<file path="src/rtl/pcs_pkg.sv">
package pcs_pkg;
  // Strobes from the control to the datapath for one cycle
  typedef struct packed {
    logic setup;       // capture new loop values
    logic loadStart;   // counter <= loop start word
    logic loadTarget;  // counter <= branch target
    logic advance;     // counter <= counter + 1
    logic decCount;    // remaining passes - 1
    logic exitLoop;    // disarm loop
  } seqCmd_t;
endpackage

</file>
<file path="src/rtl/pcs_ctrl.sv">
module pcs_ctrl
  import pcs_pkg::*;
(
  input  logic    clk,
  input  logic    rstN,
  input  logic    stepStrobe,
  input  logic    branchTaken,
  input  logic    loopWrite,
  input  logic    loopArmed,
  input  logic    atLoopEnd,
  input  logic    lastPass,
  output seqCmd_t cmd
);
  logic loopHit;

  always_comb begin
    loopHit        = stepStrobe && loopArmed && atLoopEnd;
    cmd            = '0;
    cmd.setup      = loopWrite;
    cmd.loadStart  = loopHit && !lastPass;
    cmd.decCount   = loopHit && !lastPass;
    cmd.exitLoop   = loopHit && lastPass;
    cmd.loadTarget = stepStrobe && !loopHit && branchTaken;
    cmd.advance    = (stepStrobe && !loopHit && !branchTaken) || (loopHit && lastPass);
  end


  single_source_chk: assert property (@(posedge clk) disable iff (!rstN)
    $onehot0({cmd.loadStart, cmd.loadTarget, cmd.advance}));
endmodule

</file>
<file path="src/rtl/pcs_datapath.sv">
module pcs_datapath
  import pcs_pkg::*;
#(
  parameter int PC_W     = 16,
  parameter int CNT_W    = 16,
  parameter logic [PC_W-1:0] RESET_PC = '0
) (
  input  logic             clk,
  input  logic             rstN,
  input  seqCmd_t          cmd,
  input  logic [PC_W-1:0]  branchTarget,
  input  logic [PC_W-1:0]  loopStart,
  input  logic [PC_W-1:0]  loopEnd,
  input  logic [CNT_W-1:0] loopCount,
  output logic [PC_W-1:0]  pc,
  output logic             loopArmed,
  output logic             atLoopEnd,
  output logic             lastPass
);
  logic [PC_W-1:0]  pcQ, startQ, endQ;
  logic [CNT_W-1:0] countQ;
  logic             armedQ;

  always_ff @(posedge clk) begin
    if (!rstN) begin
      pcQ    <= RESET_PC;
      startQ <= '0;
      endQ   <= '0;
      countQ <= '0;
      armedQ <= 1'b0;
    end else begin
      if (cmd.loadStart)       pcQ <= startQ;
      else if (cmd.loadTarget) pcQ <= branchTarget;
      else if (cmd.advance)    pcQ <= pcQ + PC_W'(1);

      if (cmd.setup) begin
        startQ <= loopStart;
        endQ   <= loopEnd;
        countQ <= loopCount;
        armedQ <= (loopCount != '0);
      end else begin
        if (cmd.decCount) countQ <= countQ - CNT_W'(1);
        if (cmd.exitLoop) armedQ <= 1'b0;
      end
    end
  end

  assign pc        = pcQ;
  assign loopArmed = armedQ;
  assign atLoopEnd = (pcQ == endQ);
  assign lastPass  = (countQ == CNT_W'(1));


  armed_count_chk: assert property (@(posedge clk) disable iff (!rstN)
    armedQ |-> (countQ != '0));


  reload_chk: assert property (@(posedge clk) disable iff (!rstN)
    (cmd.loadStart && !cmd.setup) |=> (armedQ && pcQ == startQ));
endmodule

</file>
<file path="src/rtl/pcs_fetch_map.sv">
module pcs_fetch_map #(
  parameter int PC_W     = 16,
  parameter int MAP_W    = 16,
  parameter int SEG_N    = 256,
  parameter int SEL_BIT  = 17,
  parameter int IMEM_BIT = 12,
  parameter logic [MAP_W-1:0] MAP_RESET = 16'h1000,
  localparam int ADDR_W  = PC_W + 2,
  localparam int SEG_W   = $clog2(SEG_N)
) (
  input  logic              clk,
  input  logic              rstN,
  input  logic              mapWrite,
  input  logic              mapSel,
  input  logic [MAP_W-1:0]  mapData,
  input  logic [SEG_N-1:0]  segPresent,
  input  logic [PC_W-1:0]   pc,
  output logic              fetchToImem,
  output logic [SEG_W-1:0]  fetchSeg,
  output logic [ADDR_W-1:0] fetchOffset,
  output logic              fetchFault
);
  logic [MAP_W-1:0] mapQ [2];
  logic [MAP_W-1:0] activeMap;
  logic [ADDR_W-1:0] byteAddr;

  for (genvar i = 0; i < 2; i++) begin : g_map
    always_ff @(posedge clk) begin
      if (!rstN)                          mapQ[i] <= MAP_RESET;
      else if (mapWrite && (mapSel == i[0])) mapQ[i] <= mapData;
    end
  end

  always_comb begin
    byteAddr    = {pc, 2'b00};
    activeMap   = byteAddr[SEL_BIT] ? mapQ[1] : mapQ[0];
    fetchToImem = activeMap[IMEM_BIT];
    fetchSeg    = activeMap[SEG_W-1:0];
    fetchOffset = byteAddr;
    fetchFault  = !fetchToImem && !segPresent[fetchSeg];
  end


  imem_no_fault_chk: assert property (@(posedge clk) disable iff (!rstN)
    fetchToImem |-> !fetchFault);
endmodule

</file>
<file path="src/rtl/pc_sequencer.sv">
module pc_sequencer
  import pcs_pkg::*;
#(
  parameter int PC_W     = 16,
  parameter int CNT_W    = 16,
  parameter int MAP_W    = 16,
  parameter int SEG_N    = 256,
  parameter int SEL_BIT  = 17,
  parameter int IMEM_BIT = 12,
  parameter logic [PC_W+1:0] RESET_BYTE_ADDR = 18'h00100,
  localparam int ADDR_W  = PC_W + 2,
  localparam int SEG_W   = $clog2(SEG_N),
  localparam logic [PC_W-1:0] RESET_PC = RESET_BYTE_ADDR[ADDR_W-1:2]
) (
  input  logic              clk,
  input  logic              rstN,
  input  logic              stepStrobe,
  input  logic              branchTaken,
  input  logic [PC_W-1:0]   branchTarget,
  input  logic              loopWrite,
  input  logic [PC_W-1:0]   loopStart,
  input  logic [PC_W-1:0]   loopEnd,
  input  logic [CNT_W-1:0]  loopCount,
  input  logic              mapWrite,
  input  logic              mapSel,
  input  logic [MAP_W-1:0]  mapData,
  input  logic [SEG_N-1:0]  segPresent,
  output logic [PC_W-1:0]   pc,
  output logic              fetchToImem,
  output logic [SEG_W-1:0]  fetchSeg,
  output logic [ADDR_W-1:0] fetchOffset,
  output logic              fetchFault
);
  seqCmd_t cmd;
  logic loopArmed, atLoopEnd, lastPass;

  pcs_ctrl u_ctrl (
    .clk(clk), .rstN(rstN), .stepStrobe(stepStrobe), .branchTaken(branchTaken),
    .loopWrite(loopWrite), .loopArmed(loopArmed), .atLoopEnd(atLoopEnd),
    .lastPass(lastPass), .cmd(cmd)
  );

  pcs_datapath #(.PC_W(PC_W), .CNT_W(CNT_W), .RESET_PC(RESET_PC)) u_dp (
    .clk(clk), .rstN(rstN), .cmd(cmd), .branchTarget(branchTarget),
    .loopStart(loopStart), .loopEnd(loopEnd), .loopCount(loopCount),
    .pc(pc), .loopArmed(loopArmed), .atLoopEnd(atLoopEnd), .lastPass(lastPass)
  );

  pcs_fetch_map #(.PC_W(PC_W), .MAP_W(MAP_W), .SEG_N(SEG_N), .SEL_BIT(SEL_BIT),
                  .IMEM_BIT(IMEM_BIT)) u_map (
    .clk(clk), .rstN(rstN), .mapWrite(mapWrite), .mapSel(mapSel), .mapData(mapData),
    .segPresent(segPresent), .pc(pc), .fetchToImem(fetchToImem), .fetchSeg(fetchSeg),
    .fetchOffset(fetchOffset), .fetchFault(fetchFault)
  );


  hold_chk: assert property (@(posedge clk) disable iff (!rstN)
    !stepStrobe |=> $stable(pc));


  advance_chk: assert property (@(posedge clk) disable iff (!rstN)
    (stepStrobe && !branchTaken && !(loopArmed && atLoopEnd)) |=> (pc == $past(pc) + PC_W'(1)));


  branch_chk: assert property (@(posedge clk) disable iff (!rstN)
    (stepStrobe && branchTaken && !(loopArmed && atLoopEnd)) |=> (pc == $past(branchTarget)));


  fault_chk: assert property (@(posedge clk) disable iff (!rstN)
    fetchFault |-> (!fetchToImem && !segPresent[fetchSeg]));
endmodule

</file>
<file path="config.mk">
export PLATFORM = sky130hd
export DESIGN_NAME = pc_sequencer
export DESIGN_NICKNAME = d
export VERILOG_FILES = /design/src/rtl/pcs_pkg.sv /design/src/rtl/pcs_ctrl.sv /design/src/rtl/pcs_datapath.sv /design/src/rtl/pcs_fetch_map.sv /design/src/rtl/pc_sequencer.sv
export SDC_FILE = /design/constraint.sdc
export NUM_CORES = 1
export LEC_CHECK = 0
export BUFFER_PORTS_ARGS = -buffer_cell sky130_fd_sc_hd__buf_2
export CAP_MARGIN = 30
export CORE_MARGIN = 2
export CORE_UTILIZATION = 25
export CTS_CLUSTER_DIAMETER = 50
export DETAILED_ROUTE_END_ITERATION = 7
export GPL_TIMING_DRIVEN = 0
export HOLD_SLACK_MARGIN = 0.06
export PLACE_DENSITY = 0.62
export SYNTH_ARGS = -nofsm -noshare
export SYNTH_HDL_FRONTEND = slang
export SYNTH_SLANG_ARGS = --single-unit
</file>
<file path="constraint.sdc">
create_clock -name clk -period 2.71 [get_ports clk]
set_clock_uncertainty 0.15 [all_clocks]
set_input_delay 0 -clock clk [delete_from_list [all_inputs] [get_ports clk]]
set_output_delay 0 -clock clk [all_outputs]
set_load 0.03 [all_outputs]
</file>
==> impl_metrics.ini <==
[outcome]
outcome = complete, but fails checks
violations = setup timing

[worst_setup_path]
r2r_cells = 10
cp_data_required_time_ns = 2.56
critical_path_class = flip-flop to primary output
cp-endpoint = fetchFault
worstPathMaxFanout = 8
crit_start = u_dp.pc[15]$_SDFFE_PN0P_
critical_path.endpoint_type = primary output
cp-start-kind = flip-flop
r2r_start = u_dp.pc[4]$_SDFFE_PN0P_
rr_endpoint = u_dp.pc[1]$_SDFFE_PN0P_
cp.arrival_ns = 3.13
rrSetupSlack_ns = -0.02

[sta]
period_needed_ns = 3.285
maxClockFrequency_mhz = 304.5
setup_viol = 2
final.period_utilization_pct = 121.2
setup_slack_ns = -0.5746
hold_violations = 0
drv_slew = 0
setup_tns_ns = -0.5943
tightest_slew_ns = 0.8999
rsz0062_at_grt = true
relSlewSlack_pct = 39.55

[power]
intPower_uw = 3032
ir_drop_uv = 324.4
p_per_area_nw_per_um2 = 426.0
clkPwrFrac_pct = 28.5
switchingPower_uw = 1621
power.leakage_uw = 0.005025
finalPower_uw = 4653
power_frac_seq_pct = 31.2
swShare_pct = 34.84
pwr-share-comb_pct = 40.4

[cts]
cts_tree = done
clkTransAtPathRegs_ns = 0.06
cts_buffers = 9
htree_levels = 3
clk_path_buf_depth = 2
cts_sinks = 83
insertion_delay_ns = 0.34
clockRootBuffer = clkbuf_16

[drt]
finalWirelength_um = 33060
num_vias = 8438
antenna_left = 0
drc_errors = 0
initialDrtViolationCount = 476
detail_route.vias_per_cell = 5.062
wire_per_inst_um = 19.83
dr.pass1.iters = 6

[place]
dp_hpwl_um = 25750
gp_congestion = 0.9566
io_buffers = 376
place_area_um2 = 8967
post-place-cells = 1538

[floorplanning]
coreArea_um2 = 26060
rows = 59
die_h_um = 167.0
start_util_pct = 25.49
io_pins = 387
die_w_um = 167.0
die_area_um2 = 27890

[worst_hold_path]
min_path_type = input pin to flip-flop
min_from = loopWrite

[logic_synthesis]
synthArstFlopShare_pct = 0
ys_warn_count = 0
yosysSeqAreaShare_pct = 27.73
synth_top_area_share_pct = 19.59
ys_ff_latch = 83
synth_edf_count = 18
yosysTopAreaCell = dfxtp_1
synth_area_leaders = dfxtp_1 (20%), mux2i_1 (10%), nand2_1 (9.0%)
netlist_area_um2 = 6643
synth_top_flop_cell = dfxtp_1
synth.avg_cell_area_um2 = 8.052
ys_types = 59
synthCells = 825

[cells_and_area]
final_cell_area_um2 = 10920
syn_to_final_growth_pct = 64.42
nFillCells = 2636
postLayoutCoreUtil_pct = 41.91
fin_nets = 1668
layoutNonFillerInstCount = 1667
drive_gt1_share_pct = 42.50

[global_route]
grt_pass1_wl_um = 48070
grt_max_degree = 16
grt-ovfl-total = 0
grt_usage_pct = 22.29
grt_pass1_vias = 8234
grt_antenna_before_repair = 7

[job]
maxCapViolCount = 0
flip-flops by register name, indices dropped and copies added (netlist names):
| name | count |
|---|---|
| u_dp.countQ | 16 |
| u_dp.endQ | 16 |
| u_dp.loopArmed | 1 |
| u_dp.pc | 16 |
| u_dp.startQ | 16 |
| u_map.mapQ | 18 |
through the flow:
| stage | worst slack [ns] | hold WS (ns) |
|---|---|---|
| 2_1_floorplan | -0.03195 | -0.02156 |
| 3_3_place_gp | -1.387 | 0.08338 |
| 3_5_place_dp | -1.245 | 0.09413 |
| 4_1_cts | -0.5441 | 0.06094 |
| 5_1_grt | -0.6390 | 0.1337 |
| 6_report | -0.5746 | 0.09766 |
synthesized netlist by cell type, drive strengths merged, types with 2 or more instances:
master and instances:
a2111oi 16, a211oi 9, a21oi 57, a311oi 13, a31oi 4, and2 20
and3 11, and3b 2, buf 48, clkbuf 27, dfxtp 65, edfxtp 18
ha 3, inv 15, mux2 10, mux2i 71, mux4 20, nand2 159
nand2b 4, nand3 28, nand4 4, nor2 68, nor3 18, nor3b 2
nor4 10, nor4b 2, o211a 3, o211ai 9, o21ai 34, o22a 2
o22ai 9, o31ai 2, o41ai 3, or3 3, or4 2, xnor2 25
xor2 19
power groups by stage:
stage	registers [uW]	clock network (uW)	logic, uW
CTS	1450	1350	1800
global placement	1460	0	1530
floorplan	1470	0	876
finish	1450	1320	1880
detailed placement	1470	0	1530
global route	1460	1400	2010
worst max-delay path, cell delays in order (launching register included):
cell and delay, ns:
dfxtp_4 0.35, buf_12 0.13, mux2i_4 0.29, buf_8 0.19, buf_6 0.11, mux4_2 0.52, a2111oi_4 0.29, buf_2 0.21
nor3_1 0.06, nor4_1 0.28, o22a_2 0.22, buf_6 0.13
timing repair:
| item | in CTS | in global routing |
|---|---|---|
| endpoints found under the hold margin | 83 | 0 |
| resized for setup | 91 | 68 |
| setup endpoints to repair | 32 | 25 |
| hold buffers | 82 | 0 |
| pin swaps | 10 | 18 |
| buffers inserted | 14 | 13 |
cell type report:
cell class | count | area, um2 | share of cell area (%)
antenna | 5 | 12.51 | 0.1146
buffer | 74 | 513.0 | 4.697
clock buffer | 9 | 225.2 | 2.062
clock inverter | 7 | 100.1 | 0.9165
inverter | 16 | 66.31 | 0.6072
multi-input combinational | 652 | 4745 | 43.44
sequential | 83 | 1873 | 17.15
tap | 335 | 419.2 | 3.838
timing repair buffer | 486 | 2968 | 27.17
worst min-delay path by stage:
stage,endpoint,slack (ns),depth (start not counted)
2_1_floorplan,u_dp.pc[15]$_SDFFE_PN0P_,-0.02,2
3_3_place_gp,u_dp.startQ[14]$_SDFFE_PN0P_,0.08,3
4_1_cts,u_dp.countQ[7]$_SDFFE_PN0P_,0.06,4
6_report,u_dp.countQ[7]$_SDFFE_PN0P_,0.1,4
5_1_grt,u_map.mapQ[0][1]$_SDFFCE_PN0P_,0.13,3
3_5_place_dp,u_dp.startQ[14]$_SDFFE_PN0P_,0.09,3
routing by layer:
| layer | vias up | part of all wire, % | global-route usage [%] |
|---|---|---|---|
| met2 | 422 | 53 | 43.10 |
| li1 | 3962 | - | - |
| met4 | 2 | 3.3 | 8.471 |
| met5 | - | 0.039 | 0 |
| met1 | 3978 | 37 | 24.17 |
| met3 | 74 | 6.5 | 3.398 |
cells by family (layout without fill, tap and decap cells):
family | after synthesis | count (layout) | synth area share, %
AO/OA/AOI/OAI | 167 | 167 | 16.16
XOR/XNOR | 44 | 44 | 5.801
adder cells (fa/ha/maj) | 3 | 3 | 0.5651
buffers and inverters | 91 | 592 | 6.932
flip-flops | 83 | 83 | 27.73
multiplexers | 101 | 101 | 19.95
other | 1 | 7 | 0.05645
AND/OR/NAND/NOR | 335 | 335 | 22.81
layout by cell type (no fill, tap or decap), types with 6 or more instances in the layout:
master / netlist / final
a2111oi_4: 0 / 10
a211oi_1: 9 / 7
a21oi_1: 57 / 55
a311oi_1: 13 / 12
and2_1: 20 / 20
and3_1: 11 / 11
buf_2: 21 / 381
buf_4: 18 / 48
buf_6: 3 / 13
clkbuf_1: 27 / 15
clkbuf_16: 0 / 9
clkbuf_2: 0 / 6
clkbuf_4: 0 / 6
dfxtp_1: 65 / 52
dfxtp_2: 0 / 7
dfxtp_4: 0 / 6
dlygate4sd3_1: 0 / 82
edfxtp_1: 18 / 18
inv_1: 12 / 12
mux2_2: 10 / 8
mux2i_1: 68 / 65
mux4_2: 14 / 17
nand2_1: 159 / 157
nand3_1: 28 / 28
nor2_1: 68 / 67
nor3_1: 18 / 16
nor4_1: 9 / 6
o211ai_1: 9 / 9
o21ai_0: 34 / 29
o22ai_1: 9 / 9
xnor2_1: 25 / 25
xor2_1: 19 / 19
(Power assumes the default switching activity.)
